--- config.mk ---
export PLATFORM = sky130hd
export DESIGN_NAME = pxl_chan_extract
export DESIGN_NICKNAME = d
export VERILOG_FILES = /design/src/rtl/pce_pkg.sv /design/src/rtl/pce_ctrl.sv /design/src/rtl/pce_chan.sv /design/src/rtl/pce_datapath.sv /design/src/rtl/pxl_chan_extract.sv
export SDC_FILE = /design/constraint.sdc
export NUM_CORES = 1
export LEC_CHECK = 0
export BUFFER_PORTS_ARGS = -buffer_cell sky130_fd_sc_hd__clkbuf_2
export CAP_MARGIN = 20
export CELL_PAD_IN_SITES_DETAIL_PLACEMENT = 0
export CELL_PAD_IN_SITES_GLOBAL_PLACEMENT = 1
export CORE_MARGIN = 1.5
export CORE_UTILIZATION = 41
export CTS_CLUSTER_DIAMETER = 80
export DETAILED_ROUTE_END_ITERATION = 10
export GPL_TIMING_DRIVEN = 0
export MAX_ROUTING_LAYER = met4
export PLACE_DENSITY = 0.75
export SYNTH_ARGS = -nofsm -noshare
export SYNTH_HDL_FRONTEND = slang
export SYNTH_SLANG_ARGS = --single-unit
export TNS_END_PERCENT = 5
--- constraint.sdc ---
create_clock -name clk -period 1 [get_ports clk]
set_input_delay 0.1 -clock clk [delete_from_list [all_inputs] [get_ports clk]]
set_output_delay 0.1 -clock clk [all_outputs]
set_load 0.01 [all_outputs]
--- src/rtl/pce_pkg.sv ---
package pce_pkg;
  localparam int WORD_W = 32;
  localparam int CHAN_W = 8;
  localparam int OFS_W  = 5;
  localparam int WID_W  = 4;
  localparam int BYTES  = WORD_W / 8;
  localparam int BPP_W  = $clog2(BYTES);

  typedef struct packed {
    logic [OFS_W-1:0]  offset;
    logic [WID_W-1:0]  width;
    logic [CHAN_W-1:0] defColor;
  } chanCfg_t;

  typedef struct packed {
    logic              capture;
    logic              swap;
    logic [BPP_W-1:0]  lastByte;
    logic [BYTES-1:0]  byteUse;
  } pceStrobe_t;
endpackage

--- src/rtl/pce_ctrl.sv ---
module pce_ctrl
  import pce_pkg::*;
(
  input  logic             clk,
  input  logic             rstN,
  input  logic             inValid,
  input  logic [BPP_W-1:0] bppSel,
  input  logic             bigEnd,
  output pceStrobe_t       strobe,
  output logic             outValid
);
  // Byte b is part of the pixel when b <= bppSel.
  always_comb begin
    strobe.capture  = inValid;
    strobe.swap     = bigEnd;
    strobe.lastByte = bppSel;
    for (int b = 0; b < BYTES; b++) begin
      strobe.byteUse[b] = (BPP_W'(b) <= bppSel);
    end
  end

  always_ff @(posedge clk or negedge rstN) begin
    if (!rstN) outValid <= 1'b0;
    else       outValid <= inValid;
  end
endmodule

--- src/rtl/pce_chan.sv ---
module pce_chan
  import pce_pkg::*;
(
  input  logic [WORD_W-1:0] pixWord,
  input  chanCfg_t          cfg,
  output logic [CHAN_W-1:0] color
);
  localparam int FIELD_W = 2 ** WID_W;
  localparam int POS_W   = OFS_W + 2;

  logic [FIELD_W-1:0] field;
  logic [POS_W-1:0]   pos;

  // Collect the field; positions beyond the word read as zero.
  always_comb begin
    for (int k = 0; k < FIELD_W; k++) begin
      pos = POS_W'(cfg.offset) + POS_W'(k);
      if (WID_W'(k) < cfg.width && pos < POS_W'(WORD_W))
        field[k] = pixWord[pos[OFS_W-1:0]];
      else
        field[k] = 1'b0;
    end
  end

  // Walk the field from its MSB down, wrapping for short fields.
  logic [WID_W-1:0] idx;
  always_comb begin
    idx = cfg.width - WID_W'(1);
    color = '0;
    if (cfg.width == '0) begin
      color = cfg.defColor;
    end else begin
      for (int j = CHAN_W - 1; j >= 0; j--) begin
        color[j] = field[idx];
        idx = (idx == '0) ? cfg.width - WID_W'(1) : idx - WID_W'(1);
      end
    end
  end
endmodule

--- src/rtl/pce_datapath.sv ---
module pce_datapath
  import pce_pkg::*;
(
  input  logic              clk,
  input  logic              rstN,
  input  pceStrobe_t        strobe,
  input  logic [WORD_W-1:0] inWord,
  input  chanCfg_t          cfg [3],
  output logic [CHAN_W-1:0] colorQ [3]
);
  logic [WORD_W-1:0] normWord;
  logic [BPP_W-1:0]  srcIdx;

  // Keep only the pixel bytes, optionally reversed.
  always_comb begin
    normWord = '0;
    for (int b = 0; b < BYTES; b++) begin
      srcIdx = strobe.swap ? strobe.lastByte - BPP_W'(b) : BPP_W'(b);
      if (strobe.byteUse[b])
        normWord[8*b +: 8] = inWord[8*srcIdx +: 8];
    end
  end

  logic [CHAN_W-1:0] colorD [3];

  for (genvar c = 0; c < 3; c++) begin : g_chan
    pce_chan u_chan (
      .pixWord (normWord),
      .cfg     (cfg[c]),
      .color   (colorD[c])
    );

    always_ff @(posedge clk or negedge rstN) begin
      if (!rstN)               colorQ[c] <= '0;
      else if (strobe.capture) colorQ[c] <= colorD[c];
    end
  end
endmodule

--- src/rtl/pxl_chan_extract.sv ---
module pxl_chan_extract
  import pce_pkg::*;
(
  input  logic        clk,
  input  logic        rstN,
  input  logic        inValid,
  input  logic [31:0] inWord,
  input  logic [1:0]  bppSel,
  input  logic        bigEnd,
  input  logic [4:0]  redOffset,
  input  logic [3:0]  redWidth,
  input  logic [7:0]  redDefault,
  input  logic [4:0]  greenOffset,
  input  logic [3:0]  greenWidth,
  input  logic [7:0]  greenDefault,
  input  logic [4:0]  blueOffset,
  input  logic [3:0]  blueWidth,
  input  logic [7:0]  blueDefault,
  output logic        outValid,
  output logic [7:0]  outRed,
  output logic [7:0]  outGreen,
  output logic [7:0]  outBlue
);
  pceStrobe_t        strobe;
  chanCfg_t          cfg    [3];
  logic [CHAN_W-1:0] colorQ [3];

  assign cfg[0] = '{offset: redOffset,   width: redWidth,   defColor: redDefault};
  assign cfg[1] = '{offset: greenOffset, width: greenWidth, defColor: greenDefault};
  assign cfg[2] = '{offset: blueOffset,  width: blueWidth,  defColor: blueDefault};

  pce_ctrl u_ctrl (
    .clk      (clk),
    .rstN     (rstN),
    .inValid  (inValid),
    .bppSel   (bppSel),
    .bigEnd   (bigEnd),
    .strobe   (strobe),
    .outValid (outValid)
  );

  pce_datapath u_dp (
    .clk    (clk),
    .rstN   (rstN),
    .strobe (strobe),
    .inWord (inWord),
    .cfg    (cfg),
    .colorQ (colorQ)
  );

  assign outRed   = colorQ[0];
  assign outGreen = colorQ[1];
  assign outBlue  = colorQ[2];
endmodule

======== After elaboration in Yosys (flattened, before gate mapping) ========
Index checks and enable logic that the tools add are counted.
storage, ports and cells
  bits in registers ....................... 25
  bits in latches ......................... 0
  bits in writable memories ............... 0
  bits in read-only memories .............. 0
  bits of input ports ..................... 89
  output and inout bits ................... 25
  logic and storage cells ................. 548
  memories kept ........................... 0
operators by class
  add/sub/neg operators ................... 72
  $mul .................................... 0
  divide/modulo/power cells ............... 0
  $lt $le $gt $ge ......................... 172
  eq/ne operators ......................... 0
  shift operators ......................... 4
  multiplexer cells ....................... 224
  bitwise gates (word level) .............. 0
  reduce and logical (&&, ||, !) cells .... 72
operators by type and width
  operator                                                                         number
  5-bit by 6-bit < comparator with 1-bit output, second input constant             51
  6-bit < comparator, second input constant                                        45
  1-bit binary-select mux with 5-bit select                                        48
  5-bit by 4-bit adder with 6-bit output, second input constant                    24
  32-bit by 6-bit variable part select with 8-bit output                           4
  4-bit by 5-bit < comparator with 1-bit output, second input constant             24
  1-bit two-way mux                                                                120
  1-bit binary-select mux with 4-bit select                                        24
  4-bit zero test                                                                  24
  4-bit < comparator, first input constant                                         24
  4-bit by 1-bit subtractor with 4-bit output, second input constant               24
  4-bit two-way mux                                                                21
  5-bit by 3-bit adder with 6-bit output, second input constant                    12
  8-bit two-way mux                                                                7
  1-bit logical AND                                                                48
  3-bit by 4-bit < comparator with 1-bit output, first input constant              12
  5-bit by 2-bit adder with 6-bit output, second input constant                    6
  1-bit by 4-bit < comparator with 1-bit output, first input constant              6
  2-bit by 4-bit < comparator with 1-bit output, first input constant              6
  5-bit by 1-bit adder with 6-bit output, second input constant                    3
  2-bit two-way mux                                                                4
  1-bit by 2-bit less-or-equal comparator with 1-bit output, first input constant  2
  2-bit less-or-equal comparator, first input constant                             2
  2-bit subtractor, second input constant                                          2
  2-bit by 1-bit subtractor with 2-bit output, second input constant               1

======== Longest topological paths before layout ========
  word-level depth ........................ 18
  mapped depth ............................ 35
  mapped depth without buffers ............ 29

======== By module ========
Synthesis repeated with hierarchy kept, for this count alone.
unflattened totals
  cells, all modules ...................... 1792
  area total of the unflattened synthesis .. 15668.8 µm²
by module, submodules not included
  module        instances  cells an instance  area an instance (µm²)  sequential area each (µm²)
  pce_chan      3          531                4585.6                  0.0
  pce_datapath  1          189                1828.0                  600.6
  pce_ctrl      1          10                 83.8                    25.0

======== Least setup slack after synthesis ========
OpenSTA, ideal clock, no wires.
  kind .................................... input port to flip-flop
  start point ............................. input redWidth[0]
  end point ............................... register u_dp.colorQ[16] (netlist name)
  library setup time ...................... 0.125 ns
  arrival ................................. 7.012 ns
  required time ........................... 0.875 ns
  setup slack ............................. -6.137 ns
  cell stages on the path ................. 34
  buffers on the path ..................... 7
  cell sequence ........................... clkbuf_1 > inv_1 > clkbuf_1 > ha_1 > buf_2 > buf_2 > clkbuf_1 > nor4_1 > nor2_1 > a21oi_1 > nand2_1 > o221a_2 > inv_1 > ha_1 > clkbuf_1 > mux2i_1 > mux2i_1 > o221ai_1 > nor4_4 > nand2_1 > mux2_2 > or3_1 > o211ai_2 > buf_2 > a311o_1 > o21ai_1 > inv_1 > ha_1 > o2111a_2 > mux2i_4 > mux4_2 > nor4_1 > a211o_1 > nor3_1
between the ends
  cells in the longest elaborated chain, start to end .. 18
  elaborated cells on any way between the ends .. 74
  those cells by class .................... add/sub: 8; order compare: 16; mux: 26; reduce/logical: 24
ends and longest elaborated chain
  what                                                                            line                    source
  start: declaration                                                              pxl_chan_extract.sv:11  input logic [3:0] redWidth,
  4-bit by 1-bit subtractor with 4-bit output                                     --
  4-bit by 1-bit subtractor with 4-bit output or 4-bit zero test (tied branches)  pce_chan.sv:35          idx = (idx == '0) ? cfg.width - WID_W'(1) : idx - WID_W'(1);
  4-bit two-way mux                                                               pce_chan.sv:35
  4-bit by 1-bit subtractor with 4-bit output or 4-bit zero test (tied branches)  pce_chan.sv:35
  4-bit two-way mux                                                               pce_chan.sv:35
  4-bit by 1-bit subtractor with 4-bit output or 4-bit zero test (tied branches)  pce_chan.sv:35
  4-bit two-way mux                                                               pce_chan.sv:35
  4-bit by 1-bit subtractor with 4-bit output or 4-bit zero test (tied branches)  pce_chan.sv:35
  (+2 left out)                                                                   --
  4-bit two-way mux                                                               pce_chan.sv:35
  4-bit by 1-bit subtractor with 4-bit output or 4-bit zero test (tied branches)  pce_chan.sv:35
  4-bit two-way mux                                                               pce_chan.sv:35
  4-bit by 1-bit subtractor with 4-bit output or 4-bit zero test (tied branches)  pce_chan.sv:35
  4-bit two-way mux                                                               pce_chan.sv:35
  1-bit binary-select mux with 4-bit select                                       pce_chan.sv:34          color[j] = field[idx];
  1-bit two-way mux (implied by the code)                                         pce_chan.sv:34
  8-bit two-way mux *                                                             pce_chan.sv:30          if (cfg.width == '0) begin
  end signal: indexed assignment                                                  pce_datapath.sv:35      else if (strobe.capture) colorQ[c] <= colorD[c];
  end: declaration                                                                pce_datapath.sv:9       output logic [CHAN_W-1:0] colorQ [3]
Mark *: on every way between the ends. The rest lies on a longest branch, timed or not. The select of a mux whose other input is x is not followed.
A chain may end at the register's enable or synchronous reset.

======== Worst setup path after layout ========
Same ends and word-level chain as after synthesis.

==> impl_metrics.env <==
export IMPL_nets=2324
export IMPL_syn2layout_area_growth_pct=19.7
export IMPL_first_global_vias=17195
export IMPL_dieArea_um2=40700
export IMPL_clk_insertion_delay_late_ns=0.27
export IMPL_critPathMaxStageDelay_ns=0.54
export IMPL_drc_errors=0
export IMPL_path_clk_slew_ns=0.07
export IMPL_final_util=0.499
export IMPL_grt_max_degree=26
export IMPL_outcome="finished with violations"
export IMPL_htree_levels=1
export IMPL_port_buffer_count=111
export IMPL_cts_buffers=3
export IMPL_final_cell_count_no_fill=2689
export IMPL_seq_area_frac_synth=0.0387
export IMPL_cp_start_kind="input pin"
export IMPL_cp_end_kind="flip-flop"
export IMPL_setup_tns_ns=-92.04
export IMPL_viasPerCell=6.65
export IMPL_hold_viol=0
export IMPL_postSynthCellCount=1967
export IMPL_yosys_warnings=0
export IMPL_crit_type="in -> reg"
export IMPL_min_path_type="in -> reg"
export IMPL_die_w_um=202
export IMPL_io_pins=114
export IMPL_gp_congestion=0.988
export IMPL_grt_setup_unrepaired="true"
export IMPL_power_density_nw_per_um2=1140
export IMPL_dp_cells=2613
export IMPL_setup_viol=24
export IMPL_drv_slew=0
export IMPL_syn_area_per_cell_um2=8.23
export IMPL_power_leakage_nw=7.35
export IMPL_critPathArrivalTime_ns=5.88
export IMPL_first_iter_violations=1770
export IMPL_layout_common_cells="nand2_1 (220), mux4_2 (185), clkbuf_2 (129)"
export IMPL_diodes=0
export IMPL_period_minus_slack_ns=5.73
export IMPL_coreArea_um2=38800
export IMPL_first_pass_iters=6
export IMPL_tightest_slew_ns=0.986
export IMPL_place_hpwl_um=46600
export IMPL_cp_data_required_time_ns=1.15
export IMPL_synthDistinctLibCells=114
export IMPL_initial_core_util=0.417
export IMPL_fmax_mhz=175
export IMPL_drv_cap=0
export IMPL_ir_drop_uv=602
export IMPL_clock_tree_root_cell="clkbuf_16"
export IMPL_ys_seq_elements=25
export IMPL_r2r_setup_slack_ns=-0.11
export IMPL_grt_overflow_total=0
export IMPL_async_reset_ff_frac=1.00
export IMPL_row_count=72
export IMPL_crit_slowest_cell="mux4_2"
export IMPL_slew_headroom=0.342
export IMPL_cp_common_cell="clkbuf_16"
export IMPL_fin_ws_ns=-4.73
export IMPL_p_total_w=0.0221
export IMPL_synth_ff_type="dfrtp_1"
export IMPL_die_h_um=202
export IMPL_clk_path_buf_depth=2
export IMPL_syn_nets=2119
export IMPL_fin_crit_sh=5.73
export IMPL_drive_gt1_frac=0.330
export IMPL_grt_pass1_wl_um=97300
export IMPL_failed_checks="negative setup slack"
export IMPL_wire_per_inst_um=23.0
export IMPL_antenna_found_initial=0
export IMPL_cp_max_fo=5
export IMPL_final_common_cell="nand2_1"
export IMPL_cts_tree="built"
export IMPL_ant_nets=0
export IMPL_finClkSkew_ns=0
export IMPL_routed_wl_um=61800
export IMPL_dr_total_vias=17893
export IMPL_grt_use_total=0.305
export IMPL_syn_area_um2=16200
export IMPL_synth_edf_count=0
export IMPL_cts_sinks=25
[area by class of cell]
type                       count  area, µm²
fill                        3752      19500
buffer                       154        930
multi-input combinational   1704      15500
timing repair buffer         204       1280
clock buffer                   3       75.1
sequential                    25        626
clock inverter                 1       5.00
inverter                      80        333
tap                          518        648
[cells by family after synthesis]
family / Yosys count / share of synthesized area
adder cells (fa/ha/maj): 63 / 0.0487
multiplexers: 355 / 0.371
buffers and inverters: 238 / 0.0612
XOR/XNOR: 79 / 0.0469
flip-flops: 25 / 0.0387
AO/OA/AOI/OAI: 553 / 0.238
AND/OR/NAND/NOR: 654 / 0.196
[worst paths after layout]
check	startpoint	to	cells after the start
min	blueDefault[3]	u_dp.colorQ[3]	3
max reg2reg	u_dp.colorQ[0]	u_dp.colorQ[0]	5
max	redWidth[0]	u_dp.colorQ[16]	34
min reg2reg	u_dp.colorQ[14]	u_dp.colorQ[14]	1
min in group asynchronous	rstN	u_dp.colorQ[10]	2
max in group asynchronous	rstN	u_dp.colorQ[17]	2
[flip-flops by register name, indices dropped and copies added, names as in the netlist]
| signal | count |
|---|---|
| u_ctrl.outValid | 1 |
| u_dp.colorQ | 24 |
[synth_stat cells (15+ instances only)]
cell | instances | area share
a221oi_1 | 38 | 0.021
o22ai_1 | 15 | 0.0058
ha_1 | 63 | 0.049
o211ai_1 | 31 | 0.014
mux2i_1 | 116 | 0.072
and2_1 | 26 | 0.010
a211oi_1 | 42 | 0.019
mux2_2 | 43 | 0.030
buf_1 | 18 | 0.0042
clkbuf_1 | 102 | 0.024
buf_2 | 22 | 0.0068
dfrtp_1 | 25 | 0.039
mux4_2 | 185 | 0.26
nor3_1 | 60 | 0.019
a31oi_1 | 24 | 0.0093
nand2b_1 | 32 | 0.012
inv_1 | 64 | 0.015
nand3_1 | 59 | 0.018
o21ai_0 | 89 | 0.028
nand2_1 | 226 | 0.052
a21oi_1 | 138 | 0.043
xnor2_1 | 57 | 0.031
nor2_1 | 131 | 0.030
nor2b_1 | 28 | 0.011
[per-layer routing]
layer / routed length, µm / vias up / track usage
li1: - / 8096 / -
met2: 28900 / 976 / 0.493
met3: 5170 / 144 / 0.0300
met1: 26200 / 8677 / 0.408
met4: 1520 / 0 / 0.0794
met5: 0 / - / -
[report_power, final]
part           leakage (nW)  total, W  switching (W)  internal, W
clock                0.0409  0.000954       0.000412     0.000542
combinational          7.01    0.0197         0.0110      0.00864
sequential            0.300   0.00153       0.000198      0.00133
total                  7.35    0.0221         0.0116       0.0105
[metrics by stage]
stage	hold slack (ns)	instance area, µm²	worst slack (ns)
after floorplan	-0.196	16400	-5.28
after global placement	0.193	17600	-6.67
after detailed placement	0.199	17700	-6.77
after CTS	0.0537	19200	-4.66
after global routing	0.0615	19400	-5.00
final	0.0579	19400	-4.73
[critical path, delay by kind of cell]
kind	cells	cell delay, ns
and+or+nand+nor	6	1.15
AOI/OAI and AO/OA	12	2.09
adders and majority gates	3	0.44
buffers and inverters	11	1.25
muxes	2	0.83
[timing repair]
item | in CTS | in global routing
hold endpoints to repair | 26 | 0
hold buffers | 2 | 0
endpoints found under the setup margin | 24 | 49
buffers inserted | 63 | 7
pin swaps | 42 | 9
gates resized for setup | 210 | 39
cloned | 1 | 0
Power figures use the tool's default switching activity.
